<file path="config.mk">
export PLATFORM = sky130hd
export DESIGN_NAME = dbg_halt_ctrl
export DESIGN_NICKNAME = d
export VERILOG_FILES = /design/src/rtl/dbghc_pkg.sv /design/src/rtl/dbghc_evsync.sv /design/src/rtl/dbghc_hostport.sv /design/src/rtl/dbghc_regs.sv /design/src/rtl/dbg_halt_ctrl.sv
export SDC_FILE = /design/constraint.sdc
export NUM_CORES = 1
export LEC_CHECK = 0
export BUFFER_PORTS_ARGS = -buffer_cell sky130_fd_sc_hd__clkbuf_2
export CAP_MARGIN = 20
export CORE_MARGIN = 2
export CORE_UTILIZATION = 44
export CTS_CLUSTER_SIZE = 25
export DETAILED_ROUTE_END_ITERATION = 8
export PLACE_DENSITY_LB_ADDON = 0.2
export SETUP_SLACK_MARGIN = 0.5
export SLEW_MARGIN = 20
export SYNTH_ARGS = -nofsm -noshare
export SYNTH_HDL_FRONTEND = slang
export SYNTH_SLANG_ARGS = --single-unit
</file>
<file path="constraint.sdc">
create_clock -name clk -period 2 [get_ports clk]
set_input_delay 0.6 -clock clk [delete_from_list [all_inputs] [get_ports clk]]
set_output_delay 0.6 -clock clk [all_outputs]
set_load 0.005 [all_outputs]
</file>
<file path="src/rtl/dbghc_pkg.sv">
// Package: shared constants and types for the debug halt controller.
// Assumes the register half of the host port uses small offsets only.
package dbghc_pkg;
    parameter int unsigned OFS_STOPEN = 0;
    parameter int unsigned OFS_REASON = 1;
    parameter int unsigned OFS_MODE   = 2;
    parameter int unsigned MODE_STEP  = 0;

    typedef enum logic [1:0] {
        SEL_NONE   = 2'd0,
        SEL_STOPEN = 2'd1,
        SEL_REASON = 2'd2,
        SEL_MODE   = 2'd3
    } dbghc_sel_e;

    typedef struct packed {
        logic stopen;
        logic reason;
        logic mode;
    } dbghc_wr_t;
endpackage

</file>
<file path="src/rtl/dbghc_evsync.sv">
// Module: brings exception levels from a foreign clock domain into the
// core domain. Each bit has a two-flop synchroniser and a rising-edge
// detector, and produces a one-cycle pulse per rising edge.
// Assumes each input level stays stable for at least two core clocks.
module dbghc_evsync #(
    parameter int NEXC = 4
) (
    input  logic            clk,
    input  logic            rst_n,
    input  logic [NEXC-1:0] lvl_async,
    output logic [NEXC-1:0] evt_pulse
);
    logic [NEXC-1:0] meta_q;
    logic [NEXC-1:0] sync_q;
    logic [NEXC-1:0] prev_q;

    for (genvar i = 0; i < NEXC; i++) begin : g_bit
        // Purpose: three-stage shift (two sync stages plus a history stage).
        always_ff @(posedge clk) begin
            if (!rst_n) begin
                meta_q[i] <= 1'b0;
                sync_q[i] <= 1'b0;
                prev_q[i] <= 1'b0;
            end else begin
                meta_q[i] <= lvl_async[i];
                sync_q[i] <= meta_q[i];
                prev_q[i] <= sync_q[i];
            end
        end

        // Purpose: single-cycle pulse on a synchronised rising edge.
        always_comb evt_pulse[i] = sync_q[i] & ~prev_q[i];
    end

    // an edge pulse never lasts two cycles, so a held level fires once.
    a_r5_single_pulse: assert property (@(posedge clk) disable iff (!rst_n)
        1'b1 |=> ((evt_pulse & $past(evt_pulse)) == '0));
endmodule

</file>
<file path="src/rtl/dbghc_hostport.sv">
// Module: host access port. Splits the address space on its top bit:
// the lower half decodes into controller register strobes, the upper
// half is forwarded to the system memory bus. Read data is registered,
// so it appears one cycle after the read strobe.
// Assumes the memory bus returns read data in the cycle after a request.
module dbghc_hostport
    import dbghc_pkg::*;
#(
    parameter int AW   = 8,
    parameter int DW   = 16,
    parameter int NEXC = 4
) (
    input  logic            clk,
    input  logic            rst_n,
    input  logic [AW-1:0]   host_addr,
    input  logic [DW-1:0]   host_wdata,
    input  logic            host_we,
    input  logic            host_re,
    output logic [DW-1:0]   host_rdata,
    output logic            mem_req,
    output logic            mem_we,
    output logic [AW-2:0]   mem_addr,
    output logic [DW-1:0]   mem_wdata,
    input  logic [DW-1:0]   mem_rdata,
    input  logic [NEXC-1:0] stopen_val,
    input  logic [NEXC:0]   reason_val,
    input  logic            step_val,
    output dbghc_wr_t       wr
);
    localparam int OW = AW - 1;

    logic       is_mem;
    logic [OW-1:0] ofs;
    dbghc_sel_e sel;
    logic [DW-1:0] reg_rd;
    logic [DW-1:0] rdata_q;
    logic          mem_sel_q;

    // Purpose: split the address into half-select and offset.
    always_comb begin
        is_mem = host_addr[AW-1];
        ofs    = host_addr[OW-1:0];
    end

    // Purpose: decode the register-half offset into a register select.
    always_comb begin
        sel = SEL_NONE;
        if (!is_mem) begin
            if (ofs == OW'(OFS_STOPEN))      sel = SEL_STOPEN;
            else if (ofs == OW'(OFS_REASON)) sel = SEL_REASON;
            else if (ofs == OW'(OFS_MODE))   sel = SEL_MODE;
        end
    end

    // Purpose: write strobes toward the register bank.
    always_comb begin
        wr.stopen = host_we && (sel == SEL_STOPEN);
        wr.reason = host_we && (sel == SEL_REASON);
        wr.mode   = host_we && (sel == SEL_MODE);
    end

    // Purpose: forward memory-half accesses to the system bus.
    always_comb begin
        mem_req   = is_mem && (host_we || host_re);
        mem_we    = is_mem && host_we;
        mem_addr  = ofs;
        mem_wdata = host_wdata;
    end

    // Purpose: select the register value for a read of the register half.
    always_comb begin
        case (sel)
            SEL_STOPEN: reg_rd = DW'(stopen_val);
            SEL_REASON: reg_rd = DW'(reason_val);
            SEL_MODE:   reg_rd = DW'(step_val);
            default:    reg_rd = '0;
        endcase
    end

    // Purpose: capture read data and remember which half was read.
    always_ff @(posedge clk) begin
        if (!rst_n) begin
            rdata_q   <= '0;
            mem_sel_q <= 1'b0;
        end else if (host_re) begin
            rdata_q   <= reg_rd;
            mem_sel_q <= is_mem;
        end
    end

    // Purpose: return memory data or the captured register data.
    always_comb host_rdata = mem_sel_q ? mem_rdata : rdata_q;

    // a register-half access never reaches the memory bus.
    a_r10_no_mem_for_regs: assert property (@(posedge clk) disable iff (!rst_n)
        (!host_addr[AW-1]) |-> !mem_req);
    // a memory-half access never produces a register write strobe.
    a_r9_mem_no_regwrite: assert property (@(posedge clk) disable iff (!rst_n)
        host_addr[AW-1] |-> !(wr.stopen || wr.reason || wr.mode));
endmodule

</file>
<file path="src/rtl/dbghc_regs.sv">
// Module: register bank holding stop-enable, reason and mode. Merges
// hardware reason sets (enabled exception pulses, single-step trap)
// with host writes. A host write to reason wins, and a colliding set
// is held over and applied on the next edge. Stall is the OR of reason.
// Assumes exception pulses are already synchronous to clk.
module dbghc_regs
    import dbghc_pkg::*;
#(
    parameter int NEXC = 4
) (
    input  logic            clk,
    input  logic            rst_n,
    input  dbghc_wr_t       wr,
    input  logic [NEXC:0]   wr_data,
    input  logic [NEXC-1:0] evt_pulse,
    input  logic            instr_retired,
    output logic [NEXC-1:0] stopen_q,
    output logic [NEXC:0]   reason_q,
    output logic            step_q,
    output logic            stall
);
    localparam int RW   = NEXC + 1;
    localparam int TRAP = NEXC;

    logic [RW-1:0] hw_set;
    logic [RW-1:0] pend_q;

    // Purpose: collect hardware reason sets for this cycle.
    always_comb begin
        hw_set             = '0;
        hw_set[NEXC-1:0]   = evt_pulse & stopen_q;
        hw_set[TRAP]       = step_q & instr_retired;
    end

    // Purpose: stop-enable and mode registers, written by the host only.
    always_ff @(posedge clk) begin
        if (!rst_n) begin
            stopen_q <= '0;
            step_q   <= 1'b0;
        end else begin
            if (wr.stopen) stopen_q <= wr_data[NEXC-1:0];
            if (wr.mode)   step_q   <= wr_data[MODE_STEP];
        end
    end

    // Purpose: reason register with host priority and deferred capture.
    always_ff @(posedge clk) begin
        if (!rst_n) begin
            reason_q <= '0;
            pend_q   <= '0;
        end else if (wr.reason) begin
            reason_q <= wr_data;
            pend_q   <= pend_q | hw_set;
        end else begin
            reason_q <= reason_q | hw_set | pend_q;
            pend_q   <= '0;
        end
    end

    // Purpose: the core is held exactly while any reason bit is set.
    always_comb stall = |reason_q;

    // a host write to reason lands exactly as written.
    a_r7_write_wins: assert property (@(posedge clk) disable iff (!rst_n)
        wr.reason |=> (reason_q == $past(wr_data)));
    // an enabled exception pulse sets its reason bit on the next edge.
    a_r2_enabled_sets: assert property (@(posedge clk) disable iff (!rst_n)
        (!wr.reason && ((evt_pulse & stopen_q) != '0))
        |=> ((reason_q[NEXC-1:0] & $past(evt_pulse & stopen_q)) == $past(evt_pulse & stopen_q)));
    // with no enabled event, trap, pending set or write, reason holds.
    a_r3_hold: assert property (@(posedge clk) disable iff (!rst_n)
        (!wr.reason && ((evt_pulse & stopen_q) == '0) && (pend_q == '0)
         && !(step_q && instr_retired)) |=> $stable(reason_q));
    // a retire while stepping sets the trap bit.
    a_r6_step_trap: assert property (@(posedge clk) disable iff (!rst_n)
        (!wr.reason && step_q && instr_retired) |=> reason_q[TRAP]);
endmodule

</file>
<file path="src/rtl/dbg_halt_ctrl.sv">
// Module: top of the debug halt and resume controller. Connects the
// event synchroniser, the host port and the register bank, and drives
// the stall output to the core.
// Assumes NEXC + 1 <= DW so the reason register fits a data word.
module dbg_halt_ctrl #(
    parameter int AW   = 8,
    parameter int DW   = 16,
    parameter int NEXC = 4
) (
    input  logic            clk,
    input  logic            rst_n,
    input  logic [AW-1:0]   host_addr,
    input  logic [DW-1:0]   host_wdata,
    input  logic            host_we,
    input  logic            host_re,
    output logic [DW-1:0]   host_rdata,
    output logic            mem_req,
    output logic            mem_we,
    output logic [AW-2:0]   mem_addr,
    output logic [DW-1:0]   mem_wdata,
    input  logic [DW-1:0]   mem_rdata,
    input  logic [NEXC-1:0] exc_async,
    input  logic            instr_retired,
    output logic            dbg_stall
);
    localparam int RW = NEXC + 1;

    dbghc_pkg::dbghc_wr_t wr;
    logic [NEXC-1:0] evt_pulse;
    logic [NEXC-1:0] stopen_q;
    logic [RW-1:0]   reason_q;
    logic            step_q;

    dbghc_evsync #(.NEXC(NEXC)) u_evsync (
        .clk       (clk),
        .rst_n     (rst_n),
        .lvl_async (exc_async),
        .evt_pulse (evt_pulse)
    );

    dbghc_hostport #(.AW(AW), .DW(DW), .NEXC(NEXC)) u_hostport (
        .clk        (clk),
        .rst_n      (rst_n),
        .host_addr  (host_addr),
        .host_wdata (host_wdata),
        .host_we    (host_we),
        .host_re    (host_re),
        .host_rdata (host_rdata),
        .mem_req    (mem_req),
        .mem_we     (mem_we),
        .mem_addr   (mem_addr),
        .mem_wdata  (mem_wdata),
        .mem_rdata  (mem_rdata),
        .stopen_val (stopen_q),
        .reason_val (reason_q),
        .step_val   (step_q),
        .wr         (wr)
    );

    dbghc_regs #(.NEXC(NEXC)) u_regs (
        .clk           (clk),
        .rst_n         (rst_n),
        .wr            (wr),
        .wr_data       (host_wdata[RW-1:0]),
        .evt_pulse     (evt_pulse),
        .instr_retired (instr_retired),
        .stopen_q      (stopen_q),
        .reason_q      (reason_q),
        .step_q        (step_q),
        .stall         (dbg_stall)
    );

    // stall falls on the edge that writes zero to the reason register.
    a_r4_clear_resumes: assert property (@(posedge clk) disable iff (!rst_n)
        (wr.reason && host_wdata[RW-1:0] == '0 && evt_pulse == '0) |=> !dbg_stall);
endmodule

</file>
==> flow_summary_export.csv, run 1 <==
group,metric,value,unit
worst_setup_path,required,1.40,ns
routing,highest_layer,"met4",
sta,slew_violations,0,
synth,synth_edf_count,0,
cts,clock_latency,0.28,ns
placed_design,io_buffers,68,
sta,fin_crit_sh,0.864,
worst_setup_path,worstRegToRegCells,4,
power_and_ir_drop,leakagePower,0.00104,µW
routing,avgViaCountPerCell,4.83,
worst_setup_path,critPathMaxFanout,7,
power_and_ir_drop,irDropWorstVdd,0.000436,V
global_route,grt_pass1_vias,1250,
final_layout,final_core_util,0.578,
synth,synth-xor-area-share,0,
floorplan,fp.coreArea,0.00361,mm²
worst_setup_path,arrival,1.13,ns
sta,fmax,579,MHz
placed_design,post-place-cells,259,
power_and_ir_drop,p_per_area,708,mW/mm²
floorplan,io_pins,91,
routing,wl_met2,1680,µm
sta,hold_viol,0,
synth,synth_top_area_cell,"dfxtp_1",
routing,vias,1309,
sta,finalWorstPathRequiredPeriod,1.73,ns
global_route,grt_pass1_wl,5600,µm
final_layout,final_cell_area,0.00208,mm²
cts,clk_pin_slew,0.07,ns
routing,wl_met1,1460,µm
worst_setup_path,worstReg2RegStart,"u_regs.reason_q[2]",
routing,wl_met3,260,µm
routing,drt_iter0_markers,56,
floorplan,core.rowCount,22,
sta,finalClockSkew,0.00681,ns
final_layout,area_growth,29.0,%
power_and_ir_drop,seqPwrFrac,0.457,
sta,setup_viol,0,
synth,syn_area,0.00162,mm²
final_layout,drive_above_1_share,0.448,
cts,cts.sinks,33,
routing,first_pass_iters,4,
floorplan,start_util,0.448,
power_and_ir_drop,p_sw_frac,0.212,
worst_setup_path,end_kind,"output port",
synth,syn_area_per_cell,9.50,µm²
power_and_ir_drop,p_comb_frac,0.106,
run,cap_violations,0,
routing,ant_nets,0,
sta,fin_setup_tns,0,ns
cts,cts_root_buf,"clkbuf_8",
routing,routedWlPerCell,12.7,µm
synth,netlist_instances,170,
power_and_ir_drop,intPower,1160,µW
power_and_ir_drop,switchingPower,313,µW
cts,hold_buffers,0,
synth,synthesis.nets,219,
min_path,hold_class,"reg2reg",
synth,ys_seq_area_frac,0.409,
synth,yosysMostFrequentCell,"dfxtp_1",
synth,synth_fa_ha_area_frac,0,
cts,cts-htree-levels,2,
routing,wirelength,3450,µm
synth,synth_common_cells,"33 x dfxtp_1, 23 x and2_1, 23 x buf_4",
final_layout,n_antenna_cell,0,
synth,synth_top_family_by_area,"simple AND/OR/NAND/NOR gates",
cts,cts_tree,"yes",
sta,worstMarginPinSlew,0.257,ns
placed_design,hpwlAfterDp,2560,µm
routing,drcViolationCount,0,
min_path,hold_end,"u_evsync.sync_q[1]",
synth,synth.distinct_cells,29,
min_path,hp-start,"u_evsync.meta_q[1]",
sta,rsz0062_at_grt,"yes",
synth,synth_warnings,0,
placed_design,gp_congestion,0.768,
sta,worst_slack,0.272,ns
global_route,grt-ovfl-total,0,
cts,cts-buffers-inserted,5,
synth,synth_flop_cell,"dfxtp_1",
synth,synth-compound-area-share,0.0589,
floorplan,die_y,64.6,µm
worst_setup_path,worstSetupPathType,"reg2out",
power_and_ir_drop,clock_power_share,0.438,
synth,synth_mux_area_frac,0.130,
cts,cts_buffer_depth,2,
placed_design,dpl_cell_area,0.00184,mm²
global_route,grt_max_degree,25,
synth,async_flop_share,0,
worst_setup_path,r2r-end,"u_hostport.rdata_q[2]",
worst_setup_path,regToRegSetupSlack,1.01,ns
floorplan,die_x,64.6,µm
synth,synthTopCellsByArea,"dfxtp_1 41%, buf_4 11%, and2_1 8.9%",
min_path,whs_path_depth,1,
synth,yosys.area_share.simple,0.277,
sta,relSlewSlack,0.828,
global_route,groute.usage.overall,0.175,
worst_setup_path,cp-start-kind,"flip-flop",
global_route,antenna_found_initial,0,
synth,synth.top_cell.area_share,0.409,
floorplan,fp.dieArea,0.00417,mm²
status,status,"complete, no violations",
final_layout,nets,271,
final_layout,instances_no_fill,271,
synth,yosys_register_bits,33,
placed_design,post-place-ws,0.296,ns
layer usage:
layer	GRT usage	vias up
li1	-	657
met1	0.194	590
met2	0.302	56
met3	0.0677	6
met4	0.0691	0
met5	0	-
kinds of logic (layout without fill, tap and decap cells):
kind of cell,count (synthesis),after routing
AND/OR/NAND/NOR,73,73
flip-flops,33,33
buffers and inverters,31,84
multiplexers,20,20
AO/OA/AOI/OAI,13,13
cell usage in the layout, fill, tap and decap left out, drive strengths merged:
master    count
and2         24
nand3         3
a211o         1
nor3          2
clkinvlp      1
o22a          1
dfxtp        33
a21oi         1
and3          1
mux2          8
clkbuf       74
nor2         11
nand3b        1
buf           8
and4b         1
bufinv        1
o21ai         1
o21a          1
a21boi        4
nor2b         2
and3b         4
nand2        13
nand4         6
nand2b        4
o31ai         4
mux2i        12
nor4          1
how the worst max path moves through the flow:
stage                         startpoint            endpoint  slack [ns]  cells after the start
detailed placement               host_re             mem_req        0.30                      3
global placement                 host_re             mem_req        0.32                      3
floorplan                   host_addr[6]  u_regs.reason_q[0]        0.43                      3
global route        u_hostport.mem_sel_q       host_rdata[4]        0.23                      2
finish              u_hostport.mem_sel_q       host_rdata[4]        0.27                      2
CTS                 u_hostport.mem_sel_q       host_rdata[4]        0.27                      2
through the flow:
step / power, µW / hold WS [ns]
finish: 1480 / 0.434
global route: 1540 / 0.444
CTS: 1500 / 0.436
detailed placement: 824 / 0.418
global placement: 820 / 0.416
floorplan: 779 / 0.412
final cells by class:
| cell class | count | area (µm²) |
|---|---|---|
| Fill cell | 340 | 1520 |
| Sequential cell | 33 | 666 |
| Multi-Input combinational cell | 106 | 777 |
| Tap cell | 48 | 60.1 |
| Clock inverter | 2 | 37.5 |
| Timing Repair Buffer | 76 | 462 |
| Clock buffer | 6 | 82.6 |
power groups by stage:
stage	Clock [µW]	Combinational, µW	Sequential, µW
finish	646	156	674
global route	697	170	675
CTS	668	155	674
detailed placement	0	136	688
global placement	0	132	688
floorplan	0	94.2	685
critical path, cell delays in order (launching register included):
cell      delay (ns)
dfxtp_4         0.42
mux2_4          0.31
clkbuf_2        0.11
sequential cells by signal, summed over array words and instances (netlist names):
name and flops:
u_evsync.meta_q 4, u_evsync.prev_q 4, u_evsync.sync_q 4, u_hostport.mem_sel_q 1, u_hostport.rdata_q 5, u_regs.pend_q 5, u_regs.reason_q 5, u_regs.step_q 1
u_regs.stopen_q 4
timing repair:
item / in CTS / in global routing
setup endpoints to repair: 20 / 19
pin swaps: 3 / 0
setup buffers: 4 / 0
resized for setup: 19 / 1
No activity file was read; power rests on OpenSTA's default activity.
==> run 2: changes to the inputs <==
- clock period: 2 -> 1.89 ns (I/O delays scaled with it)
==> run 2 against run 1 <==
  * Worst setup slack got worse by 0.070 ns
  * Global-route usage is 0.67 points higher
  * Clock power is 9.4% lower
  * Critical endpoint is now host_rdata[2]
  * Design area up 3.1%
  * First-iteration DRC count decreased by 50%
  * Largest cell class unchanged
==> flow_summary_export.csv, run 2 (synthesis gave the netlist of run 1 again) <==
group,metric,value,unit
status,status,"complete, no violations",
worst_setup_path,worstReg2RegStart,"u_regs.reason_q[2]",
cts,cts-buffers-inserted,5,
floorplan,die_x,64.6,µm
worst_setup_path,end_kind,"output port",
worst_setup_path,regToRegSetupSlack,0.92,ns
power_and_ir_drop,seqPwrFrac,0.483,
cts,clock_latency,0.29,ns
power_and_ir_drop,power.total,1480,µW
global_route,grt_pass1_vias,1270,
min_path,whs_path_depth,1,
routing,avgViaCountPerCell,4.77,
worst_setup_path,r2r-end,"u_hostport.rdata_q[2]",
power_and_ir_drop,leakagePower,0.00107,µW
global_route,grt_pass1_wl,5670,µm
worst_setup_path,required,1.32,ns
floorplan,fp.coreArea,0.00361,mm²
min_path,hold_end,"u_evsync.sync_q[1]",
sta,setup_viol,0,
placed_design,io_buffers,68,
sta,fin_setup_tns,0,ns
sta,finalWorstPathRequiredPeriod,1.69,ns
routing,ant_nets,0,
worst_setup_path,cp-start-kind,"flip-flop",
cts,cts-htree-levels,2,
final_layout,nets,275,
routing,drt_iter0_markers,28,
global_route,groute.usage.overall,0.182,
sta,slew_violations,0,
floorplan,io_pins,91,
final_layout,mostFrequentLayoutCells,"63 x clkbuf_2, 30 x dfxtp_1, 22 x and2_1, 13 x nand2_1, 12 x mux2i_1",
routing,vias,1311,
worst_setup_path,critPathMaxFanout,7,
placed_design,dpl_cell_area,0.00185,mm²
final_layout,nFillCells,320,
cts,hold_buffers,0,
routing,wirelength,3590,µm
sta,fin_crit_sh,0.893,
power_and_ir_drop,p_comb_frac,0.121,
sta,fmax,592,MHz
placed_design,hpwlAfterDp,2620,µm
run,cap_violations,0,
cts,cts_root_buf,"clkbuf_8",
final_layout,mostFrequentLayoutCell,"clkbuf_2",
placed_design,gp_congestion,0.775,
cts,cts_buffer_depth,2,
final_layout,area_growth,33.1,%
global_route,grt_max_degree,34,
floorplan,core.rowCount,22,
power_and_ir_drop,p_per_area,687,mW/mm²
sta,finalClockSkew,0.00807,ns
placed_design,post-place-ws,0.214,ns
final_layout,n_antenna_cell,0,
cts,cts.sinks,33,
power_and_ir_drop,p_sw_frac,0.227,
routing,routedWlPerCell,13.1,µm
min_path,hp-start,"u_evsync.meta_q[1]",
power_and_ir_drop,irDropWorstVdd,0.000499,V
min_path,hold_class,"reg2reg",
worst_setup_path,worstRegToRegCells,4,
global_route,grt-ovfl-total,0,
power_and_ir_drop,switchingPower,335,µW
power_and_ir_drop,intPower,1140,µW
power_and_ir_drop,clock_power_share,0.396,
floorplan,fp.dieArea,0.00417,mm²
sta,relSlewSlack,0.805,
floorplan,start_util,0.448,
final_layout,drive_above_1_share,0.476,
sta,worst_slack,0.202,ns
sta,hold_viol,0,
worst_setup_path,worstSetupPathType,"reg2out",
final_layout,final_core_util,0.596,
cts,cts_tree,"yes",
routing,first_pass_iters,4,
final_layout,largestRegisters,"u_hostport.rdata_q: 5 flops, u_regs.pend_q: 5 flops, u_regs.reason_q: 5 flops",
floorplan,die_y,64.6,µm
sta,worstMarginPinSlew,0.293,ns
sta,rsz0062_at_grt,"yes",
global_route,antenna_found_initial,0,
worst_setup_path,arrival,1.12,ns
final_layout,final_cell_area,0.00215,mm²
routing,drcViolationCount,0,
cts,clk_pin_slew,0.07,ns
[run 2: cell type report]
| type | instances | area, µm² | share of cell area |
|---|---|---|---|
| clock buffer | 7 | 96.3 | 0.0448 |
| clock inverter | 1 | 5.00 | 0.00233 |
| multi-input combinational | 106 | 797 | 0.371 |
| sequential | 33 | 667 | 0.310 |
| tap | 48 | 60.1 | 0.0279 |
| timing repair buffer | 80 | 524 | 0.244 |
[run 2: worst max-delay path, cell delays in order, from the launching register on]
cell and delay (ns):
dfxtp_4 0.41, mux2_4 0.31, clkbuf_2 0.11
[run 2: worst max-delay path by stage]
stage	from	end	slack, ns	depth (start not counted)
after global placement	host_addr[6]	u_regs.stopen_q[2]	0.24	4
after global routing	u_hostport.mem_sel_q	host_rdata[6]	0.17	3
after floorplan	host_addr[6]	u_regs.reason_q[0]	0.36	3
after CTS	u_hostport.mem_sel_q	host_rdata[2]	0.19	2
after detailed placement	host_addr[6]	u_regs.reason_q[0]	0.21	4
final	u_hostport.mem_sel_q	host_rdata[2]	0.20	2
[run 2: power by group through the flow]
stage | Sequential, µW | Clock [µW] | Combinational, µW
after floorplan | 725 | 0 | 101
after global placement | 728 | 0 | 144
after detailed placement | 728 | 0 | 147
after CTS | 713 | 597 | 169
after global routing | 714 | 631 | 195
final | 713 | 585 | 179
[run 2: per-layer routing]
metal | vias up | wire (µm) | GRT usage
li1 | 665 | - | -
met1 | 565 | 1350 | 0.183
met2 | 68 | 1800 | 0.324
met3 | 13 | 348 | 0.0660
met4 | 0 | 95 | 0.101
met5 | - | 0 | 0
[run 2: through the flow]
stage,cells,hold WS (ns)
5_1_grt,275,0.442
2_1_floorplan,170,0.412
3_5_place_dp,260,0.423
6_report,275,0.435
4_1_cts,271,0.438
3_3_place_gp,260,0.418
[run 2: repair_timing]
item / in CTS / in global routing
endpoints found under the setup margin: 21 / 39
pin swaps: 2 / 3
buffers inserted: 3 / 4
resized for setup: 23 / 10
==> run 3: changes to the inputs <==
- REMOVE_ABC_BUFFERS: unset -> 1
==> run 3 against run 2 <==
  * Sequential power hardly changed
  * Register-to-register slack worse by 0.18 ns
  * Via count is 3.3% higher
  * Final cell count is 0.73% lower
  * First-iteration DRC count stayed put
  * Clock-buffer cell count is 2 lower
  * Non-clock buffer count stayed put
  * Fmax is 1.5% lower
  * Critical path depth is 2 higher
  * Largest cell class unchanged
  * Highest routed layer unchanged
==> flow_summary_export.csv, run 3 (synthesis gave the netlist of run 1 again) <==
group,metric,value,unit
status,status,"complete, no violations",
placed_design,io_buffers,68,
cts,clock_latency,0.28,ns
routing,routedWlPerCell,13.4,µm
power_and_ir_drop,irDropWorstVdd,0.000481,V
floorplan,fp.dieArea,0.00417,mm²
sta,setup_viol,0,
sta,rsz0062_at_grt,"yes",
floorplan,fp.coreArea,0.00361,mm²
sta,fmax,584,MHz
cts,cts.sinks,33,
final_layout,area_growth,33.5,%
worst_setup_path,regToRegSetupSlack,0.74,ns
final_layout,ff_latch_area,667,µm²
global_route,grt_pass1_vias,1308,
worst_setup_path,required,1.32,ns
final_layout,multiInputGateArea,785,µm²
routing,first_pass_iters,3,
worst_setup_path,cp-start-kind,"flip-flop",
final_layout,n_antenna_cell,0,
floorplan,core.rowCount,22,
routing,wirelength,3670,µm
worst_setup_path,arrival,1.15,ns
floorplan,start_util,0.448,
floorplan,die_x,64.6,µm
final_layout,nets,275,
sta,hold_slack,0.434,ns
cts,clk_pin_slew,0.06,ns
global_route,grt_pass1_wl,5790,µm
final_layout,final_cell_area,0.00216,mm²
final_layout,mostFrequentLayoutCell,"clkbuf_2",
power_and_ir_drop,leakagePower,0.00107,µW
routing,avgViaCountPerCell,4.96,
cts,cts_root_buf,"clkbuf_8",
run,cap_violations,0,
floorplan,io_pins,91,
routing,vias,1354,
floorplan,die_y,64.6,µm
sta,fin_crit_sh,0.907,
global_route,antenna_found_initial,0,
min_path,hold_class,"reg2reg",
final_layout,mostFrequentLayoutCells,"55 x clkbuf_2, 30 x dfxtp_1, 16 x and2_1, 13 x nand2_1, 12 x mux2i_1",
sta,finalWorstPathRequiredPeriod,1.71,ns
routing,drcViolationCount,0,
worst_setup_path,end_kind,"output port",
sta,worstMarginPinSlew,0.265,ns
placed_design,gp_congestion,0.773,
cts,cts_buffer_depth,2,
sta,relSlewSlack,0.823,
routing,drt_iter0_markers,28,
sta,slew_violations,0,
placed_design,hpwlAfterDp,2580,µm
global_route,grt-ovfl-total,0,
power_and_ir_drop,p_per_area,640,mW/mm²
sta,finalClockSkew,0.00291,ns
cts,cts_tree,"yes",
cts,cts-buffers-inserted,5,
cts,hold_buffers,0,
final_layout,largestRegisters,"u_hostport.rdata_q: 5 flops, u_regs.pend_q: 5 flops, u_regs.reason_q: 5 flops",
global_route,grt_max_degree,21,
cts,cts-htree-levels,2,
worst_setup_path,worstSetupPathType,"reg2out",
final_layout,nFillCells,307,
sta,hold_viol,0,
final_layout,drive_above_1_share,0.493,
worst_setup_path,critPathMaxFanout,7,
placed_design,dpl_cell_area,0.00184,mm²
sta,fin_setup_tns,0,ns
global_route,groute.usage.overall,0.184,
routing,ant_nets,0,
[run 3: cell count changes in the layout (fill, tap and decap cells not counted), moves of 2 or more]
cell,before,now
mux2_4,5,1
a21boi_1,4,0
mux2_2,3,7
clkbuf_8,8,6
buf_6,4,11
clkbuf_2,63,55
and2_1,22,16
and2_4,2,8
a21boi_0,0,4
[run 3: path summary, 6_finish.rpt]
kind / startpoint / end / cells past startpoint
worst max-delay path: u_hostport.mem_sel_q / host_rdata[13] / 4
worst min-delay path: u_evsync.meta_q[1] / u_evsync.sync_q[1] / 1
worst max register to register: u_hostport.mem_sel_q / u_hostport.mem_sel_q / 6
worst min register to register: u_evsync.meta_q[1] / u_evsync.sync_q[1] / 1
[run 3: what timing repair did]
| item | CTS | global route |
|---|---|---|
| gates resized for setup | 26 | 17 |
| pin swaps | 3 | 1 |
| buffers inserted | 7 | 2 |
| setup endpoints to repair | 21 | 27 |
[run 3: stage by stage]
stage	utilization	setup slack [ns]	total power, µW	std cells
floorplan	-	0.355	770	139
global placement	0.509	0.251	866	258
detailed placement	0.509	0.209	870	258
CTS	0.575	0.184	1390	271
global route	0.598	0.135	1450	273
finish	0.598	0.176	1380	273
[run 3: layout make-up]
| class | count | area share |
|---|---|---|
| Clock buffer | 5 | 0.0319 |
| Clock inverter | 1 | 0.00232 |
| Multi-Input combinational cell | 106 | 0.364 |
| Sequential cell | 33 | 0.309 |
| Tap cell | 48 | 0.0279 |
| Timing Repair Buffer | 80 | 0.265 |
[run 3: metal layers]
metal	vias up	part of all wire	GRT usage
met2	71	0.52	0.341
li1	664	-	-
met5	-	0	0
met3	5	0.10	0.0903
met4	0	0.019	0.0851
met1	614	0.36	0.166
[run 3: power by group]
part | internal [µW] | switching, µW | total, µW | leakage [µW]
sequential | 707 | 6.12 | 713 | 0.000270
combinational | 117 | 73.7 | 190 | 0.000762
clock | 242 | 234 | 476 | 0.0000399
[run 3: critical path, cell delays in order, from the launching register on]
cell     delay [ns]
dfxtp_4        0.38
buf_6          0.13
buf_6          0.12
and2_4         0.13
buf_6          0.10
